[config.mk]
export PLATFORM = sky130hd
export DESIGN_NAME = tmr_unit
export DESIGN_NICKNAME = d
export VERILOG_FILES = /design/src/rtl/tmr_unit_pkg.sv /design/src/rtl/tmr_unit_decode.sv /design/src/rtl/tmr_unit_shared.sv /design/src/rtl/tmr_unit_irq.sv /design/src/rtl/tmr_unit.sv
export SDC_FILE = /design/constraint.sdc
export NUM_CORES = 1
export LEC_CHECK = 0
export ABC_AREA = 1
export BUFFER_PORTS_ARGS = -buffer_cell sky130_fd_sc_hd__clkbuf_2
export CORE_ASPECT_RATIO = 0.6
export CORE_MARGIN = 1
export CORE_UTILIZATION = 40
export DETAILED_ROUTE_END_ITERATION = 8
export PLACE_DENSITY = 0.78
export SLEW_MARGIN = 40
export SYNTH_ARGS = -nofsm -noshare
export SYNTH_HDL_FRONTEND = slang
export SYNTH_SLANG_ARGS = --single-unit
export TNS_END_PERCENT = 5
[constraint.sdc]
create_clock -name clk -period 3.3 [get_ports clk]
set_input_delay 0.66 -clock clk [delete_from_list [all_inputs] [get_ports clk]]
set_output_delay 0.66 -clock clk [all_outputs]
set_load 0.05 [all_outputs]
[src/rtl/tmr_unit_pkg.sv]
package tmr_unit_pkg;
  localparam int unsigned MAX_CH = 3;
  localparam int unsigned ADDR_W = 6;
  localparam int unsigned LOC_W  = 4;
  localparam int unsigned CHAN_W = 2;
  localparam logic [ADDR_W-1:0] WIN_END   = 6'h30;
  localparam logic [3:0]        START_WRD = 4'd1;
  localparam logic [3:0]        OCTL_WRD  = 4'd0;

  typedef enum logic [1:0] {
    RG_NONE  = 2'd0,
    RG_OCTL  = 2'd1,
    RG_START = 2'd2,
    RG_CHAN  = 2'd3
  } region_e;

  typedef struct packed {
    region_e           region;
    logic [CHAN_W-1:0] chan;
    logic [LOC_W-1:0]  loc;
  } dec_t;

  function automatic logic [ADDR_W-1:0] ch_base(input int idx);
    case (idx)
      0:       ch_base = 6'h08;
      1:       ch_base = 6'h14;
      default: ch_base = 6'h20;
    endcase
  endfunction
endpackage

[src/rtl/tmr_unit_decode.sv]
module tmr_unit_decode
  import tmr_unit_pkg::*;
#(
  parameter int unsigned NUM_CH   = 3,
  parameter bit          HAS_OCTL = 1'b1
) (
  input  logic [ADDR_W-1:0] addr,
  output dec_t              dec
);
  logic              hit;
  int                idx;
  logic [ADDR_W-1:0] base;
  logic [ADDR_W-1:0] diff;

  always_comb begin
    hit  = 1'b0;
    idx  = 0;
    for (int i = MAX_CH - 1; i >= 0; i--) begin
      if (!hit && (addr >= ch_base(i))) begin
        hit = 1'b1;
        idx = i;
      end
    end
    base = ch_base(idx);
    diff = addr - base;

    dec.region = RG_NONE;
    dec.chan   = '0;
    dec.loc    = '0;
    if (addr >= WIN_END) begin
      dec.region = RG_NONE;
    end else if (hit) begin
      if (idx < int'(NUM_CH)) begin
        dec.region = RG_CHAN;
        dec.chan   = CHAN_W'(idx);
        dec.loc    = LOC_W'(diff);
      end
    end else if (addr[5:2] == START_WRD) begin
      dec.region = RG_START;
    end else if (HAS_OCTL && (addr[5:2] == OCTL_WRD)) begin
      dec.region = RG_OCTL;
    end
  end
endmodule

[src/rtl/tmr_unit_shared.sv]
module tmr_unit_shared #(
  parameter int unsigned DATA_W   = 32,
  parameter bit          HAS_OCTL = 1'b1
) (
  input  logic              clk,
  input  logic              rst_n,
  input  logic              wr_start,
  input  logic              wr_octl,
  input  logic [DATA_W-1:0] wdata,
  output logic [DATA_W-1:0] start_q,
  output logic              octl_q
);
  logic [DATA_W-1:0] start_d;
  logic              start_en;

  always_comb begin
    start_en = wr_start;
    start_d  = start_q;
    if (start_en) start_d = wdata;
  end

  always_ff @(posedge clk or negedge rst_n) begin
    if (!rst_n)        start_q <= '0;
    else if (start_en) start_q <= start_d;
  end

  generate
    if (HAS_OCTL) begin : g_octl
      logic octl_d;
      logic octl_en;
      logic octl_r;
      always_comb begin
        octl_en = wr_octl;
        octl_d  = octl_r;
        if (octl_en) octl_d = wdata[0];
      end
      always_ff @(posedge clk or negedge rst_n) begin
        if (!rst_n)       octl_r <= 1'b0;
        else if (octl_en) octl_r <= octl_d;
      end
      assign octl_q = octl_r;
    end else begin : g_no_octl
      assign octl_q = 1'b0;
    end
  endgenerate
endmodule

[src/rtl/tmr_unit_irq.sv]
module tmr_unit_irq #(
  parameter int unsigned NUM_CH = 3
) (
  input  logic              clk,
  input  logic              rst_n,
  input  logic [NUM_CH-1:0] irq_in,
  output logic [NUM_CH-1:0] irq_q
);
  generate
    for (genvar i = 0; i < int'(NUM_CH); i++) begin : g_ch
      logic irq_d;
      always_comb irq_d = irq_in[i];
      always_ff @(posedge clk or negedge rst_n) begin
        if (!rst_n) irq_q[i] <= 1'b0;
        else        irq_q[i] <= irq_d;
      end
    end
  endgenerate
endmodule

[src/rtl/tmr_unit.sv]
module tmr_unit
  import tmr_unit_pkg::*;
#(
  parameter int unsigned NUM_CH   = 3,
  parameter bit          HAS_OCTL = 1'b1,
  parameter int unsigned DATA_W   = 32
) (
  input  logic                     clk,
  input  logic                     rst_n,
  input  logic                     bus_sel,
  input  logic                     bus_wr,
  input  logic [5:0]               bus_addr,
  input  logic [DATA_W-1:0]        bus_wdata,
  output logic [DATA_W-1:0]        bus_rdata,
  output logic                     bus_err,
  output logic [NUM_CH-1:0]        ch_sel,
  output logic                     ch_wr,
  output logic [3:0]               ch_offs,
  output logic [DATA_W-1:0]        ch_wdata,
  input  logic [NUM_CH*DATA_W-1:0] ch_rdata,
  output logic [NUM_CH-1:0]        ch_run,
  output logic [NUM_CH-1:0]        ch_capt_en,
  input  logic [NUM_CH-1:0]        ch_irq_in,
  output logic [NUM_CH-1:0]        irq_out,
  output logic                     out_ctrl
);
  localparam int unsigned CAPT_CH = 2;

  logic rst_meta;
  logic rst_sync;

  always_ff @(posedge clk or negedge rst_n) begin
    if (!rst_n) begin
      rst_meta <= 1'b0;
      rst_sync <= 1'b0;
    end else begin
      rst_meta <= 1'b1;
      rst_sync <= rst_meta;
    end
  end

  dec_t dec;

  tmr_unit_decode #(
    .NUM_CH  (NUM_CH),
    .HAS_OCTL(HAS_OCTL)
  ) u_decode (
    .addr(bus_addr),
    .dec (dec)
  );

  logic              wr_start;
  logic              wr_octl;
  logic [DATA_W-1:0] start_q;
  logic              octl_q;

  assign wr_start = bus_sel && bus_wr && (dec.region == RG_START);
  assign wr_octl  = bus_sel && bus_wr && (dec.region == RG_OCTL);

  tmr_unit_shared #(
    .DATA_W  (DATA_W),
    .HAS_OCTL(HAS_OCTL)
  ) u_shared (
    .clk     (clk),
    .rst_n   (rst_sync),
    .wr_start(wr_start),
    .wr_octl (wr_octl),
    .wdata   (bus_wdata),
    .start_q (start_q),
    .octl_q  (octl_q)
  );

  tmr_unit_irq #(
    .NUM_CH(NUM_CH)
  ) u_irq (
    .clk   (clk),
    .rst_n (rst_sync),
    .irq_in(ch_irq_in),
    .irq_q (irq_out)
  );

  logic ch_hit;
  assign ch_hit   = bus_sel && (dec.region == RG_CHAN);
  assign ch_wr    = ch_hit && bus_wr;
  assign ch_offs  = ch_hit ? dec.loc : '0;
  assign ch_wdata = bus_wdata;

  generate
    for (genvar i = 0; i < int'(NUM_CH); i++) begin : g_chan
      assign ch_sel[i]     = ch_hit && (dec.chan == CHAN_W'(i));
      assign ch_run[i]     = start_q[i];
      assign ch_capt_en[i] = (i == int'(CAPT_CH));
    end
  endgenerate

  always_comb begin
    bus_rdata = '0;
    if (bus_sel && !bus_wr) begin
      case (dec.region)
        RG_OCTL:  bus_rdata = DATA_W'(octl_q);
        RG_START: bus_rdata = start_q;
        RG_CHAN: begin
          for (int i = 0; i < int'(NUM_CH); i++) begin
            if (dec.chan == CHAN_W'(i)) bus_rdata = ch_rdata[i*DATA_W +: DATA_W];
          end
        end
        default:  bus_rdata = '0;
      endcase
    end
  end

  logic err_d;
  logic err_q;

  always_comb err_d = bus_sel && (dec.region == RG_NONE);

  always_ff @(posedge clk or negedge rst_sync) begin
    if (!rst_sync) err_q <= 1'b0;
    else           err_q <= err_d;
  end

  assign bus_err  = err_q;
  assign out_ctrl = octl_q;
endmodule

* Word level (Yosys, flattened, before mapping)
Cells that the tools add are included.
Word-level totals: register bits 39, output and inout bits 83, input port bits 141, word-level logic and storage cells 60
Cells by class: eq/ne operators 7, reductions and logical operators 19, $add $sub $neg 1, muxes and demuxes 20, order comparisons 5
Operator list (count):
- $mux W32 | 6
- $pmux W32 S3 | 1
- $eq A32 B1 Y1 const B | 1
- $logic_not A32 Y1 | 1
- $lt A32 B3 Y1 const B | 1
- $ge A6 B6 Y1 const B | 2
- $logic_and A1 B1 Y1 | 12
- $mux W6 | 2
- $mux W2 | 4
- $mux W8 | 1
- $pmux W4 S2 | 1
- $eq A2 B2 Y1 const B | 3
- $ge A6 B4 Y1 const B | 1
- $ge A6 B5 Y1 const B | 1
- $eq A2 B1 Y1 const B | 2
- $eq A4 B1 Y1 const B | 1
- $logic_not A2 Y1 | 2
- $logic_not A4 Y1 | 1
- $mux W1 | 4
- $mux W4 | 1
- $sub A4 B4 Y4 | 1
- $logic_not A1 Y1 | 3

* Longest topological paths before layout
depth in word-level cells 20, depth in mapped cells 10, depth with buffers taken out 9

* Cells and area by module
A second synthesis with hierarchy kept.
Unflattened totals: cell total of the unflattened synthesis 493, area, all modules 3248.1 µm²
By module, submodules not included:
- tmr_unit | area each 1696.6 µm², instances 1, sequential area each 75.1 µm², cells an instance 320
- tmr_unit_shared | area each 1332.5 µm², instances 1, sequential area each 825.8 µm², cells an instance 141
- tmr_unit_decode | area each 143.9 µm², instances 1, sequential area each 0.0 µm², cells an instance 29
- tmr_unit_irq | area each 75.1 µm², instances 1, sequential area each 75.1 µm², cells an instance 3

* Least setup slack after synthesis
No wires, ideal clock.
path type input port to output port, start point input bus_addr[3], end point output ch_sel[0], cell stages on the path 6, data arrival time 2.341 ns, data required time 2.640 ns, path slack 0.299 ns, buffers on the path 1, path through inv_1 > nand2_1 > nand2_2 > buf_2 > inv_1 > nor3_1
Between the ends: cells in the longest elaborated chain, start to end 15, elaborated cells between the ends (all ways) 28
Ends and longest elaborated chain:
- start, declared | RTL line tmr_unit.sv:12 | input logic [5:0] bus_addr,
- $ge A6 B6 Y1 | RTL line tmr_unit_decode.sv:19 | if (!hit && (addr >= ch_base(i))) begin
- $mux W1 | RTL line tmr_unit_decode.sv:19
- $logic_not A1 Y1 | RTL line tmr_unit_decode.sv:19
- $logic_and A1 B1 Y1 | RTL line tmr_unit_decode.sv:19
- $mux W1 | RTL line tmr_unit_decode.sv:19
- $logic_not A1 Y1 | RTL line tmr_unit_decode.sv:19
- $logic_and A1 B1 Y1 | RTL line tmr_unit_decode.sv:19
- $mux W32 | RTL line tmr_unit_decode.sv:19
- $lt A32 B3 Y1 | RTL line tmr_unit_decode.sv:33 | if (idx < int'(NUM_CH)) begin
- $mux W8 | RTL line tmr_unit_decode.sv:33
- $mux W2 | RTL line tmr_unit_decode.sv:32 | end else if (hit) begin
- $mux W2 | RTL line tmr_unit_decode.sv:30 | if (addr >= WIN_END) begin
- $eq A2 B2 Y1 | RTL line tmr_unit.sv:83 | assign ch_hit = bus_sel && (dec.region == RG_CHAN);
- $logic_and A1 B1 Y1 | RTL line tmr_unit.sv:83
- $logic_and A1 B1 Y1 * | RTL line tmr_unit.sv:90 | assign ch_sel[i] = ch_hit && (dec.chan == CHAN_W'(i));
- end, declared | RTL line tmr_unit.sv:16 | output logic [NUM_CH-1:0] ch_sel,
Mark *: on every way between the ends. The rest lies on a longest branch, timed or not.

* Final worst setup path
start point input bus_addr[2], end point output ch_offs[3]
Between the ends: cells in the longest elaborated chain, start to end 15, elaborated cells between the ends (all ways) 31
Ends and longest elaborated chain:
- $ge A6 B6 Y1 | RTL line tmr_unit_decode.sv:19
- $mux W1 | RTL line tmr_unit_decode.sv:19
- $logic_not A1 Y1 | RTL line tmr_unit_decode.sv:19
- $logic_and A1 B1 Y1 | RTL line tmr_unit_decode.sv:19
- $mux W1 | RTL line tmr_unit_decode.sv:19
- $logic_not A1 Y1 | RTL line tmr_unit_decode.sv:19
- $logic_and A1 B1 Y1 | RTL line tmr_unit_decode.sv:19
- $mux W32 | RTL line tmr_unit_decode.sv:19
- $lt A32 B3 Y1, or another cell as far along | RTL line tmr_unit_decode.sv:33
- $mux W8 or $pmux W4 S2 (tied branches) | RTL line tmr_unit_decode.sv:33, tmr_unit_pkg.sv:24
- $mux W2 or $sub A4 B4 Y4 (tied branches) | RTL line tmr_unit_decode.sv:32, tmr_unit_decode.sv:25
- $mux W2 or $mux W8 (tied branches) | RTL line tmr_unit_decode.sv:30, tmr_unit_decode.sv:33
- $eq A2 B2 Y1 or $mux W6 (tied branches) | RTL line tmr_unit.sv:83, tmr_unit_decode.sv:32
- $logic_and A1 B1 Y1 or $mux W6 (tied branches) | RTL line tmr_unit.sv:83, tmr_unit_decode.sv:30
- $mux W4 * | RTL line tmr_unit.sv:85 | assign ch_offs = ch_hit ? dec.loc : '0;
- end, declared | RTL line tmr_unit.sv:18 | output logic [3:0] ch_offs,
Marks and branches as above.

==> results_dict.tcl <==
set metrics [dict create \
    gp_congestion 0.9703 \
    tightestPinTransition_ns 0.7732 \
    synth_cells 490 \
    avgViaCountPerCell 5.122 \
    clock_sinks 39 \
    fp.dieArea_sq_um 8311 \
    required_ns 2.64 \
    finalCoreUtilization_pct 56.58 \
    post_drt_wl_per_cell_microns 14.54 \
    slew_viol_final 0 \
    nets 799 \
    drive_above_1_share_pct 39.67 \
    drv_cap 0 \
    route.detailed.drc 0 \
    antenna_found_initial 0 \
    layout_common_cells "clkbuf_2 (215), nand2_1 (170), nand3_1 (123), dfrtp_1 (38), a21oi_1 (22)" \
    grt_overflow_total 0 \
    pre_cts_slack_ns 0.2910 \
    crit_type "primary input to primary output" \
    synth_seq_cells 39 \
    p_per_area_nw_per_um2 402.8 \
    layout_commonest_cell "clkbuf_2" \
    grt_pass1_vias 3458 \
    ant_nets 0 \
    path_clk_slew_ns 0.06 \
    outcome "finished clean" \
    crit_path_max_fanout 19 \
    slew_headroom_pct 48.45 \
    grt_start_max_net_pins 38 \
    critPathCaptureType "primary output" \
    numCtsBuffers 5 \
    cts_tree "built" \
    syn_area_sq_um 3176 \
    grt_pass1_wl_mm 16.37 \
    ctsHoldBuffers 0 \
    dr.first_iter.drc_count 237 \
    design.core.area_sq_um 7477 \
    cts_buffer_depth 2 \
    rsz0062_at_grt "no" \
    start_kind "primary input" \
    initial_core_util_pct 42.47 \
    avgSynthCellArea_sq_um 6.481 \
    rows 24 \
    crit_arrival_ns 2.38 \
    setup_slack_ns 0.2558 \
    drt_wl_total_mm 11.08 \
    post-route-min-period_ns 3.044 \
    cts_resized 0 \
    io_pins 224 \
    setup_viol 0 \
    io_buffers 220 \
    p_total_mw 1.704 \
    dpl.hpwl_mm 8.462 \
    grt_use_total_pct 25.89 \
    hp-class "primary input to asynchronous set/reset pin" \
    clock_insertion_delay_worst_skew_ns 0.28 \
    leakage_nw 2.440 \
    die_w_microns 117.0 \
    synthDistinctLibCells 24 \
    vias 3903 \
    clockRootBuffer "clkbuf_16" \
    synth_seq_area_share_pct 30.73 \
    fin_crit_sh_pct 92.25 \
    hold_viol 0 \
    antennaDiodeCount 0 \
    final_area_sq_um 4230 \
    h-tree-depth 2 \
    post_cts_buffers 0 \
    ir_drop_v 0.0003255 \
    setup_tns_ns 0 \
    die_h_microns 71.02 \
    fmax_mhz 328.5 \
    drt_pass1_iterations 5 \
    worst_clock_skew_ns 0.008053 \
    area_growth_syn_to_layout_pct 33.22 \
    yosys_warnings 0 \
    placed_area_sq_um 4080 \
]
cell families after synthesis:
kind of cell    after synthesis  synth area share, %
compound gates               38                7.171
fa+ha+maj                     1               0.3939
other cells                   2               0.2365
buf+inv                      93                17.77
simple gates                317                43.70
flops                        39                30.73
per-layer routing:
metal  up-vias  share of wire [%]  global-route usage, %
li1       1880                  -                      -
met1      1805                 45                  34.44
met5         -                  0                      0
met4         0               0.86                  5.767
met3        13                8.2                  5.827
met2       205                 46                  43.00
state kept, by name (all words and copies together), names as in the netlist:
register and cells:
bus_err 1, rst_meta 1, rst_sync 1, u_irq.irq_q 3, u_shared.octl_q 1, u_shared.start_q 32
synthesized netlist by cell type:
cell type | n | area [sq um]
clkbuf_1 | 6 | 22.52
nand2_1 | 170 | 638.1
o21ai_0 | 6 | 30.03
buf_2 | 19 | 95.09
nand3_1 | 123 | 615.6
nand2_4 | 1 | 11.26
dfrtp_1 | 39 | 975.9
buf_4 | 41 | 307.8
buf_6 | 5 | 56.30
nor2_2 | 1 | 6.260
or2_2 | 1 | 6.260
nor2_4 | 2 | 22.52
a21oi_2 | 10 | 87.58
conb_1 | 2 | 7.510
inv_1 | 15 | 56.30
a21oi_1 | 22 | 110.1
nand2_2 | 3 | 18.77
nor2_1 | 13 | 48.80
inv_2 | 5 | 18.77
nor3_1 | 1 | 5.000
nand3b_1 | 2 | 15.01
ha_1 | 1 | 12.51
clkinv_1 | 1 | 3.750
buf_1 | 1 | 3.750
power by group:
| group | internal [mW] | switching (mW) |
|---|---|---|
| sequential | 0.557 | 0.0543 |
| clock | 0.300 | 0.188 |
| combinational | 0.185 | 0.419 |
critical path: stages:
cell and delay [ns]:
clkbuf_2 0.11, clkinv_1 0.13, nand2_1 0.14, nand2_2 0.27
inv_1 0.20, ha_1 0.17, inv_1 0.05, o21ai_0 0.15
o21ai_0 0.11, nor2_1 0.11, clkbuf_2 0.29
metrics by stage:
step | hold slack (ns) | cells
floorplan | 0.3312 | 492
global placement | 0.3331 | 754
detailed placement | 0.3372 | 754
CTS | 0.1377 | 762
global route | 0.1437 | 762
finish | 0.1459 | 762
final timing paths:
kind / from / cells past startpoint / slack (ns) / to
setup / recovery: bus_addr[2] / 11 / 0.26 / ch_offs[3]
hold / removal: rst_n / 1 / 0.15 / rst_meta
setup reg to reg: u_shared.start_q[0] / 2 / 2.58 / u_shared.start_q[0]
hold reg to reg: rst_sync / 0 / 0.30 / u_shared.start_q[14]
max in group asynchronous: rst_sync / 0 / 2.64 / u_shared.start_q[4]
min in group clk: rst_meta / 0 / 0.35 / rst_sync
cell type report:
cell class / count / area (sq um)
Clock buffer: 7 / 142.6
Clock inverter: 1 / 5.005
Fill cell: 742 / 3247
Inverter: 21 / 78.83
Multi-Input combinational cell: 360 / 1643
Sequential cell: 39 / 979.7
Tap cell: 104 / 130.1
Timing Repair Buffer: 230 / 1251
Note: power is estimated with default switching activity, not from simulation.
